## src/rtl/irq_pkg.sv

```systemverilog
package irq_pkg;
  localparam int NSRC  = 9;
  localparam int IDX_W = $clog2(NSRC);
  localparam int VEC_W = 16;
  localparam int DAT_W = 8;

  // vectors step by 8 from 0003h; the slot after USB is skipped
  function automatic logic [VEC_W-1:0] vec_of(input logic [IDX_W-1:0] idx);
    logic [VEC_W-1:0] slot;
    slot = VEC_W'(idx);
    if (idx > IDX_W'(6)) slot = slot + VEC_W'(1);
    return VEC_W'(3) + (slot << 3);
  endfunction
endpackage

```

## src/rtl/irq_regs.sv

```systemverilog
module irq_regs
  import irq_pkg::*;
(
  input  logic             clk,
  input  logic             rst_n,
  input  logic             wr,
  input  logic [1:0]       sel,
  input  logic [DAT_W-1:0] wdata,
  output logic [DAT_W-1:0] rdata,
  output logic [NSRC-1:0]  en_vec,
  output logic             glob_en,
  output logic [NSRC-1:0]  prio_vec
);
  localparam logic [DAT_W-1:0] MASK_A = 8'hBF;
  localparam logic [DAT_W-1:0] MASK_B = 8'h13;
  localparam logic [DAT_W-1:0] MASK_PA = 8'h3F;

  logic [DAT_W-1:0] ena_a, ena_b, pri_a, pri_b;

  always_ff @(posedge clk or negedge rst_n) begin
    if (!rst_n) begin
      ena_a <= '0;
      ena_b <= '0;
      pri_a <= '0;
      pri_b <= '0;
    end else if (wr) begin
      case (sel)
        2'd0: ena_a <= wdata & MASK_A;
        2'd1: ena_b <= wdata & MASK_B;
        2'd2: pri_a <= wdata & MASK_PA;
        default: pri_b <= wdata & MASK_B;
      endcase
    end
  end

  always_comb begin
    case (sel)
      2'd0: rdata = ena_a;
      2'd1: rdata = ena_b;
      2'd2: rdata = pri_a;
      default: rdata = pri_b;
    endcase
  end

  assign glob_en  = ena_a[7];
  assign en_vec   = {ena_b[4], ena_b[1], ena_b[0], ena_a[5:0]};
  assign prio_vec = {pri_b[4], pri_b[1], pri_b[0], pri_a[5:0]};

  // unused bits never hold a one
  a_r11_unused_zero: assert property (@(posedge clk) disable iff (!rst_n)
    ((ena_a & ~MASK_A) == '0) && ((ena_b & ~MASK_B) == '0) && ((pri_b & ~MASK_B) == '0));
endmodule

```

## src/rtl/irq_poll.sv

```systemverilog
module irq_poll
  import irq_pkg::*;
(
  input  logic             clk,
  input  logic             rst_n,
  input  logic             mc_end,
  input  logic [NSRC-1:0]  irq_flag,
  input  logic [NSRC-1:0]  en_vec,
  input  logic             glob_en,
  input  logic [NSRC-1:0]  prio_vec,
  output logic             hi_any,
  output logic [IDX_W-1:0] hi_idx,
  output logic             lo_any,
  output logic [IDX_W-1:0] lo_idx
);
  logic [NSRC-1:0] samp;
  logic [NSRC-1:0] cand;
  logic [NSRC-1:0] cand_hi, cand_lo;

  always_ff @(posedge clk or negedge rst_n) begin
    if (!rst_n)      samp <= '0;
    else if (mc_end) samp <= irq_flag;
  end

  assign cand    = samp & en_vec & {NSRC{glob_en}};
  assign cand_hi = cand & prio_vec;
  assign cand_lo = cand & ~prio_vec;

  // lowest index wins: scan from top, later (lower) hits overwrite
  always_comb begin
    hi_idx = '0;
    lo_idx = '0;
    for (int i = NSRC - 1; i >= 0; i--) begin
      if (cand_hi[i]) hi_idx = IDX_W'(i);
      if (cand_lo[i]) lo_idx = IDX_W'(i);
    end
  end

  assign hi_any = |cand_hi;
  assign lo_any = |cand_lo;

  // samples move only on the strobe
  a_r1_sample_on_strobe: assert property (@(posedge clk) disable iff (!rst_n)
    !$past(mc_end) |-> $stable(samp));
endmodule

```

## src/rtl/irq_level.sv

```systemverilog
module irq_level
  import irq_pkg::*;
(
  input  logic             clk,
  input  logic             rst_n,
  input  logic             mc_end,
  input  logic             last_cyc,
  input  logic             is_reti,
  input  logic             reg_acc,
  input  logic             hi_any,
  input  logic [IDX_W-1:0] hi_idx,
  input  logic             lo_any,
  input  logic [IDX_W-1:0] lo_idx,
  output logic             call_req,
  output logic [VEC_W-1:0] call_vec,
  output logic             ins_lo,
  output logic             ins_hi
);
  logic gate_ok, take_hi, take_lo, ret_done;

  assign gate_ok  = last_cyc & ~is_reti & ~reg_acc;
  assign take_hi  = gate_ok & hi_any & ~ins_hi;
  assign take_lo  = gate_ok & ~take_hi & lo_any & ~ins_hi & ~ins_lo;
  assign ret_done = last_cyc & is_reti;

  always_ff @(posedge clk or negedge rst_n) begin
    if (!rst_n) begin
      call_req <= 1'b0;
      call_vec <= '0;
      ins_lo   <= 1'b0;
      ins_hi   <= 1'b0;
    end else begin
      call_req <= 1'b0;
      if (mc_end) begin
        if (take_hi) begin
          call_req <= 1'b1;
          call_vec <= vec_of(hi_idx);
          ins_hi   <= 1'b1;
        end else if (take_lo) begin
          call_req <= 1'b1;
          call_vec <= vec_of(lo_idx);
          ins_lo   <= 1'b1;
        end
        if (ret_done) begin
          if (ins_hi) ins_hi <= 1'b0;
          else        ins_lo <= 1'b0;
        end
      end
    end
  end

  // call lasts one clock
  a_r9_call_pulse: assert property (@(posedge clk) disable iff (!rst_n)
    call_req |=> !call_req);
  // call only after a final-cycle strobe
  a_r3_last_cycle: assert property (@(posedge clk) disable iff (!rst_n)
    call_req |-> $past(mc_end && last_cyc));
  // never on return-from-interrupt or register access
  a_r4_blocked_status: assert property (@(posedge clk) disable iff (!rst_n)
    call_req |-> !$past(is_reti) && !$past(reg_acc));
  // nothing preempts the high level
  a_r5_high_busy: assert property (@(posedge clk) disable iff (!rst_n)
    call_req |-> !$past(ins_hi));
  // in-service flags fall only on a return-from-interrupt strobe
  a_r10_clear_on_reti: assert property (@(posedge clk) disable iff (!rst_n)
    ($fell(ins_hi) || $fell(ins_lo)) |-> $past(mc_end && is_reti && last_cyc));
endmodule

```

## src/rtl/irq_ctrl.sv

```systemverilog
module irq_ctrl
  import irq_pkg::*;
(
  input  logic        clk,
  input  logic        rst_n,
  input  logic        mc_end,
  input  logic [8:0]  irq_flag,
  input  logic        last_cyc,
  input  logic        is_reti,
  input  logic        reg_acc,
  input  logic        reg_wr,
  input  logic [1:0]  reg_sel,
  input  logic [7:0]  reg_wdata,
  output logic [7:0]  reg_rdata,
  output logic        call_req,
  output logic [15:0] call_vec,
  output logic        in_svc_lo,
  output logic        in_svc_hi
);
  logic [NSRC-1:0]  en_vec, prio_vec;
  logic             glob_en;
  logic             hi_any, lo_any;
  logic [IDX_W-1:0] hi_idx, lo_idx;

  irq_regs u_regs (
    .clk(clk), .rst_n(rst_n), .wr(reg_wr), .sel(reg_sel), .wdata(reg_wdata),
    .rdata(reg_rdata), .en_vec(en_vec), .glob_en(glob_en), .prio_vec(prio_vec)
  );

  irq_poll u_poll (
    .clk(clk), .rst_n(rst_n), .mc_end(mc_end), .irq_flag(irq_flag),
    .en_vec(en_vec), .glob_en(glob_en), .prio_vec(prio_vec),
    .hi_any(hi_any), .hi_idx(hi_idx), .lo_any(lo_any), .lo_idx(lo_idx)
  );

  irq_level u_level (
    .clk(clk), .rst_n(rst_n), .mc_end(mc_end), .last_cyc(last_cyc),
    .is_reti(is_reti), .reg_acc(reg_acc),
    .hi_any(hi_any), .hi_idx(hi_idx), .lo_any(lo_any), .lo_idx(lo_idx),
    .call_req(call_req), .call_vec(call_vec), .ins_lo(in_svc_lo), .ins_hi(in_svc_hi)
  );

  // idle after reset
  a_r12_reset_idle: assert property (@(posedge clk) $rose(rst_n) |-> !call_req && !in_svc_lo && !in_svc_hi);
endmodule

```

## config.mk

```make
export PLATFORM = sky130hd
export DESIGN_NAME = irq_ctrl
export DESIGN_NICKNAME = d
export VERILOG_FILES = /design/src/rtl/irq_pkg.sv /design/src/rtl/irq_regs.sv /design/src/rtl/irq_poll.sv /design/src/rtl/irq_level.sv /design/src/rtl/irq_ctrl.sv
export SDC_FILE = /design/constraint.sdc
export NUM_CORES = 1
export LEC_CHECK = 0
export BUFFER_PORTS_ARGS = -buffer_cell sky130_fd_sc_hd__buf_4
export CAP_MARGIN = 0
export CORE_ASPECT_RATIO = 0.5
export CORE_MARGIN = 8
export CORE_UTILIZATION = 45
export CTS_CLUSTER_DIAMETER = 80
export DETAILED_ROUTE_END_ITERATION = 8
export PLACE_DENSITY = 0.73
export SYNTH_ARGS = -nofsm -noshare
export SYNTH_HDL_FRONTEND = slang
export SYNTH_SLANG_ARGS = --single-unit
export TNS_END_PERCENT = 1
```

## constraint.sdc

```tcl
create_clock -name clk -period 4.5 [get_ports clk]
set_input_delay 0.225 -clock clk [delete_from_list [all_inputs] [get_ports clk]]
set_output_delay 0.225 -clock clk [all_outputs]
set_load 0.02 [all_outputs]
```

==> Yosys cells after proc, flatten, opt, wreduce, memory -nomap -nowiden <==
Cells that the tools add are included.
{ "totals": {"register_bits": 47, "latch_bits": 0, "ram_bits": 0, "rom_bits": 0, "in_bits": 26, "out_inout_bits": 27, "word_cells": 85, "memories": 0} }
{ "classes": {"add_sub_neg": 4, "multipliers": 0, "div": 0, "order_cmp": 2, "n_eq_ne": 2, "shift": 0, "muxes": 38, "bitwise_logic": 20, "reduce_logical": 10} }
{ "op_table": {"columns": ["operator", "n"], "rows": [
  ["two-way mux 13 bit", 7],
  ["two-way mux 4 bit", 18],
  ["AND 9 bit", 4],
  ["adder 2 x 16 -> 16 bit (first input constant)", 2],
  ["two-way mux 16 bit", 2],
  ["case mux 8 bit (3 select lines)", 1],
  ["OR reduction 9 bit", 2],
  ["adder 4 x 1 -> 5 bit (second input constant)", 2],
  ["two-way mux 1 bit", 10],
  ["AND reduction 2 bit", 5],
  ["AND 1 bit", 9],
  ["inverter 9 bit", 1],
  ["greater-than comparator 4 x 3 -> 1 bit (second input constant)", 2],
  ["inverter 1 bit", 6],
  ["OR reduction 3 bit", 1],
  ["== test 2 x 1 -> 1 bit (second input constant)", 1],
  ["== test 2 bit (second input constant)", 1],
  ["zero test 2 bit", 1],
  ["nonzero test 2 bit", 1]
]} }

==> Longest topological paths before layout <==
{ "logic_depth": {"depth_word": 20, "depth_mapped": 12} }

==> Modules after synthesis <==
From an unflattened synthesis, not the netlist that was laid out.
{ "unflattened": {"hier_cells": 215, "area_unflattened_um2": 2316.0} }
{ "modules_own_cells": {"columns": ["module", "instances", "cells_each", "area_each_um2", "seq_area_each_um2"], "rows": [
  ["irq_regs", 1, 56, 883.3, 475.5],
  ["irq_level", 1, 82, 734.5, 225.2],
  ["irq_poll", 1, 77, 698.2, 225.2]
]} }

==> Least setup slack after synthesis <==
OpenSTA, ideal clock, no wires.
{ "synth_path": {"path_kind": "register to register", "startpoint": "reg u_regs.ena_a[7]", "endpoint": "reg u_level.call_vec[4]", "arrival_time_ps": 2221, "path_slack_ps": 2154, "stages_incl_launch_ff": 12, "path_buffers": 1, "period_less_slack_ps": 2346, "cell_sequence": "dfrtp_1 clkbuf_1 nand4b_1 nand2_1 a211oi_1 nor3_1 ha_1 a21oi_1 o21ai_1 mux2i_1 mux2i_1 mux2_4"} }
{ "synth_via": {"elab_chain_cells": 19, "word_cells_on_any_way": 47, "cone_classes": "add/sub (4); order compare (2); mux (27); bitwise (10); reduce/logical (4)"} }
{ "synth_rtl": {"columns": ["item", "line_no", "rtl"], "rows": [
  ["from (decl)", "irq_regs.sv:18", "logic [DAT_W-1:0] ena_a, ena_b, pri_a, pri_b;"],
  ["from (signal assigned)", "irq_regs.sv:28", "2'd0: ena_a <= wdata & MASK_A;"],
  ["AND 9 bit (*)", "irq_poll.sv:25", "assign cand = samp & en_vec & {NSRC{glob_en}};"],
  ["AND 9 bit", "irq_poll.sv:27", "assign cand_lo = cand & ~prio_vec;"],
  ["two-way mux 4 bit (9 in a row)", "irq_poll.sv:35", "if (cand_lo[i]) lo_idx = IDX_W'(i);"],
  ["greater-than comparator 4 x 3 -> 1 bit", "irq_pkg.sv:11", "if (idx > IDX_W'(6)) slot = slot + VEC_W'(1);"],
  ["two-way mux 13 bit", "irq_pkg.sv:11", null],
  ["two-way mux 13 bit", "irq_level.sv:39", "end else if (take_lo) begin"],
  ["two-way mux 13 bit", "irq_level.sv:35", "if (take_hi) begin"],
  ["two-way mux 13 bit", "irq_level.sv:34", "if (mc_end) begin"],
  ["adder 2 x 16 -> 16 bit", "irq_pkg.sv:12", "return VEC_W'(3) + (slot << 3);"],
  ["two-way mux 16 bit", "irq_level.sv:39", null],
  ["two-way mux 16 bit", "irq_level.sv:35", null],
  ["to (signal assigned)", "irq_level.sv:37", "call_vec <= vec_of(hi_idx);"],
  ["to (signal assigned)", "irq_level.sv:41", "call_vec <= vec_of(lo_idx);"],
  ["to (decl)", "irq_level.sv:15", "output logic [VEC_W-1:0] call_vec,"]
]} }
Mark *: on every way between the ends. The rest lies on a longest branch, timed or not. The select of a mux whose other input is x is not followed.
A chain may end at the register's enable or synchronous reset.

==> Worst setup path in the final report <==
Ends and elaborated chain as after synthesis.

==> metrics <==
CORE AREA=~4900 µm²; xor-xnor portion of the synthesized cell area=0; Post-CTS Setup Bufs=0; CTS tree=yes; die span in x=116 µm; Post-Synth Simple-Gate Area=0.194; first-pass GRT wire length=8.78 mm; Critical Path Sink Type=register; Worst Setup Path Type=register to register; final setup fails=0; Cell Area, Synth=2250 µm²; area of the multi-input gates=1220 µm²; Critical Path AT=around 3.1 ns; H-tree levels=2; clock slew at reported path FFs=0.09 ns; synthesized flop and latch total=37; Root Buffer=clkbuf_8; I/O Buffers=41; Area growth syn-to-layout=19.3%; largest net degree at the start of global routing=38; ys flop type=dfrtp_1; RSZ-0062 raised after global routing=no; number of global-route vias before repair=1,742; crit path launch type=register; Pins Over Slew Limit=0; Mean Syn Cell Area=approximately 11 µm²; TNS Setup=0 ns; antenna cell count=0; Vias per Instance=about 5.6; gp weighted congestion=0.904; cells after synthesis=208; Clock Skews=0.00842 ns; MaxCap Viol Count=0; Hold Violations, Final=0; outcome=completed; Seq. cell area=926 µm²; clk buf depth=2; multiplexer share of the synthesized area=0.208; Compound-Gate Fraction of Synth Area=0.104; vias=1,811; worst min path class=input port to register; sequential area share after synthesis=0.412; crit path time final=2.91 ns; fraction of final layout cells sized beyond drive strength 1=0.282; Chip Height=66.0 µm; DRC Markers=0; most area-hungry cell type in the Yosys netlist=dfrtp_1; most frequent cells in the layout=42 x buf_4, 37 x dfrtp_1, 19 x mux2_1; Num CTS Buffers=5; Leakage Power=~1.3 nW; fin crit share=0.647; clock latency on the worst-skew pair=0.31 ns; ANT nets after route=0; PD cells=417 nW/µm²; post-detail-place hpwl=roughly 4.2 mm; synth unique cells=50; Sink Count=37; number of synthesized flops with an enable pin=0; initial drt markers=105; share of the synthesized area in the top cell type=0.412; antenna violations before repair=0; 1st-pass router iterations=4; top cells by area, synth=dfrtp_1 41%, mux2_1 9.5%, mux2_2 4.5%; post-synthesis adder-cell area fraction=0.0223; FP Rows=18; Final nets=281; wire length per cell=17.1 µm; total gr overflow=0; commonest non-fill, non-tap cell in the layout=buf_4; die area=7640 µm²; crit path max fanout=24; Req. time, crit path=4.70 ns; Synth Warn #=0; Routed WL=5.50 mm; Rel. slew slack=0.589; Peak VDD IR=0.000164 V; Overall Power=1.12 mW; Layout fillers=about 430; # IOs=53; largest family of logic cells by synthesized area=multiplexers; f_max=344 MHz; Final Core Density=0.551; asr flop ratio synth=1.00; all-layer global routing usage=0.151; slew of the pin with the lowest slew margin=0.617 ns; starting density of the core=0.462
-- metrics by stage --
| stage | instance area [µm²] | cells | hold WS [ns] | worst slack [ns] |
|---|---|---|---|---|
| floorplan | 2280 | 217 | -0.0706 | 2.15 |
| global placement | 2580 | 313 | 0.203 | 1.72 |
| detailed placement | 2580 | 313 | 0.210 | 1.68 |
| CTS | 2680 | 322 | 0.133 | 1.66 |
| global route | 2680 | 322 | 0.134 | 1.37 |
| finish | 2680 | 322 | 0.131 | 1.59 |
-- power breakdown --
group / leakage (nW) / total, mW / switching, mW / internal [mW]
logic: 0.765 / 0.398 / 0.215 / 0.183
clock network: 0.0445 / 0.251 / 0.141 / 0.110
registers: 0.449 / 0.469 / 0.0734 / 0.395
total: 1.26 / 1.12 / 0.429 / 0.689
-- critical path: stages, from the launching register on --
cell and delay (ns):
dfrtp_1 0.74, nand4_1 0.25, o21ai_1 0.24, a21boi_1 0.10
o21ai_1 0.19, nand2_1 0.10, ha_1 0.20, nor2_1 0.23
o21ai_1 0.15, mux2i_1 0.23, mux2i_1 0.10, mux2_4 0.26
-- cell type report --
| cell class | instances | share of cell area |
|---|---|---|
| clock inverter | 3 | 0.00794 |
| multi-input combinational | 157 | 0.457 |
| inverter | 7 | 0.00980 |
| clock buffer | 5 | 0.0257 |
| timing repair buffer | 43 | 0.121 |
| tap | 70 | 0.0327 |
| sequential | 37 | 0.345 |
-- logic make-up after synthesis --
family          Yosys count
simple gates             69
compound gates           35
other cells               1
flops                    37
buf+inv                  23
mux                      39
fa+ha+maj                 4
-- state kept, by name (all words and copies together) (netlist names), named ones only --
register,cells
u_regs.ena_b,3
u_poll.samp,9
u_regs.pri_a,6
u_regs.ena_a,7
u_level.ins_hi,1
u_level.call_vec,6
u_level.call_req,1
u_regs.pri_b,3
-- layer usage --
layer,track usage,part of all wire,vias to the layer above
met4,0.0576,0.017,0
met3,0.0501,0.084,10
li1,-,-,851
met2,0.240,0.47,57
met5,0,0,-
met1,0.187,0.43,893
-- Yosys cell counts, types with 5 or more instances --
| master | number |
|---|---|
| nand3_1 | 5 |
| mux2i_1 | 7 |
| nand4_1 | 11 |
| nor2_1 | 12 |
| a21oi_1 | 8 |
| nand2_1 | 12 |
| inv_1 | 6 |
| mux2_1 | 19 |
| buf_4 | 11 |
| o21ai_1 | 7 |
| mux2_2 | 9 |
| dfrtp_1 | 37 |
-- path summary, 6_finish.rpt --
check                                                startpoint                              end  slack, ns  cells after the start
max in group asynchronous                                 rst_n  u_level.call_vec[4]$_DFFE_PN0P_       3.76                      2
worst min register to register  u_level.call_vec[7]$_DFFE_PN0P_  u_level.call_vec[7]$_DFFE_PN0P_       0.49                      1
worst max register to register      u_regs.ena_a[7]$_DFFE_PN0P_  u_level.call_vec[4]$_DFFE_PN0P_       1.59                     11
worst min-delay path                               reg_wdata[3]      u_regs.pri_a[3]$_DFFE_PN0P_       0.13                      2
worst max-delay path                u_regs.ena_a[7]$_DFFE_PN0P_  u_level.call_vec[4]$_DFFE_PN0P_       1.59                     11
min in group asynchronous                                 rst_n      u_regs.ena_a[3]$_DFFE_PN0P_       0.41                      2
-- timing repair --
item                                    4_1_cts  5_1_grt
endpoints found under the setup margin        0        0
resized for setup                             0        0
hold buffers                                  1        0
endpoints found under the hold margin        37        0
No activity file was read; power rests on OpenSTA's default activity.
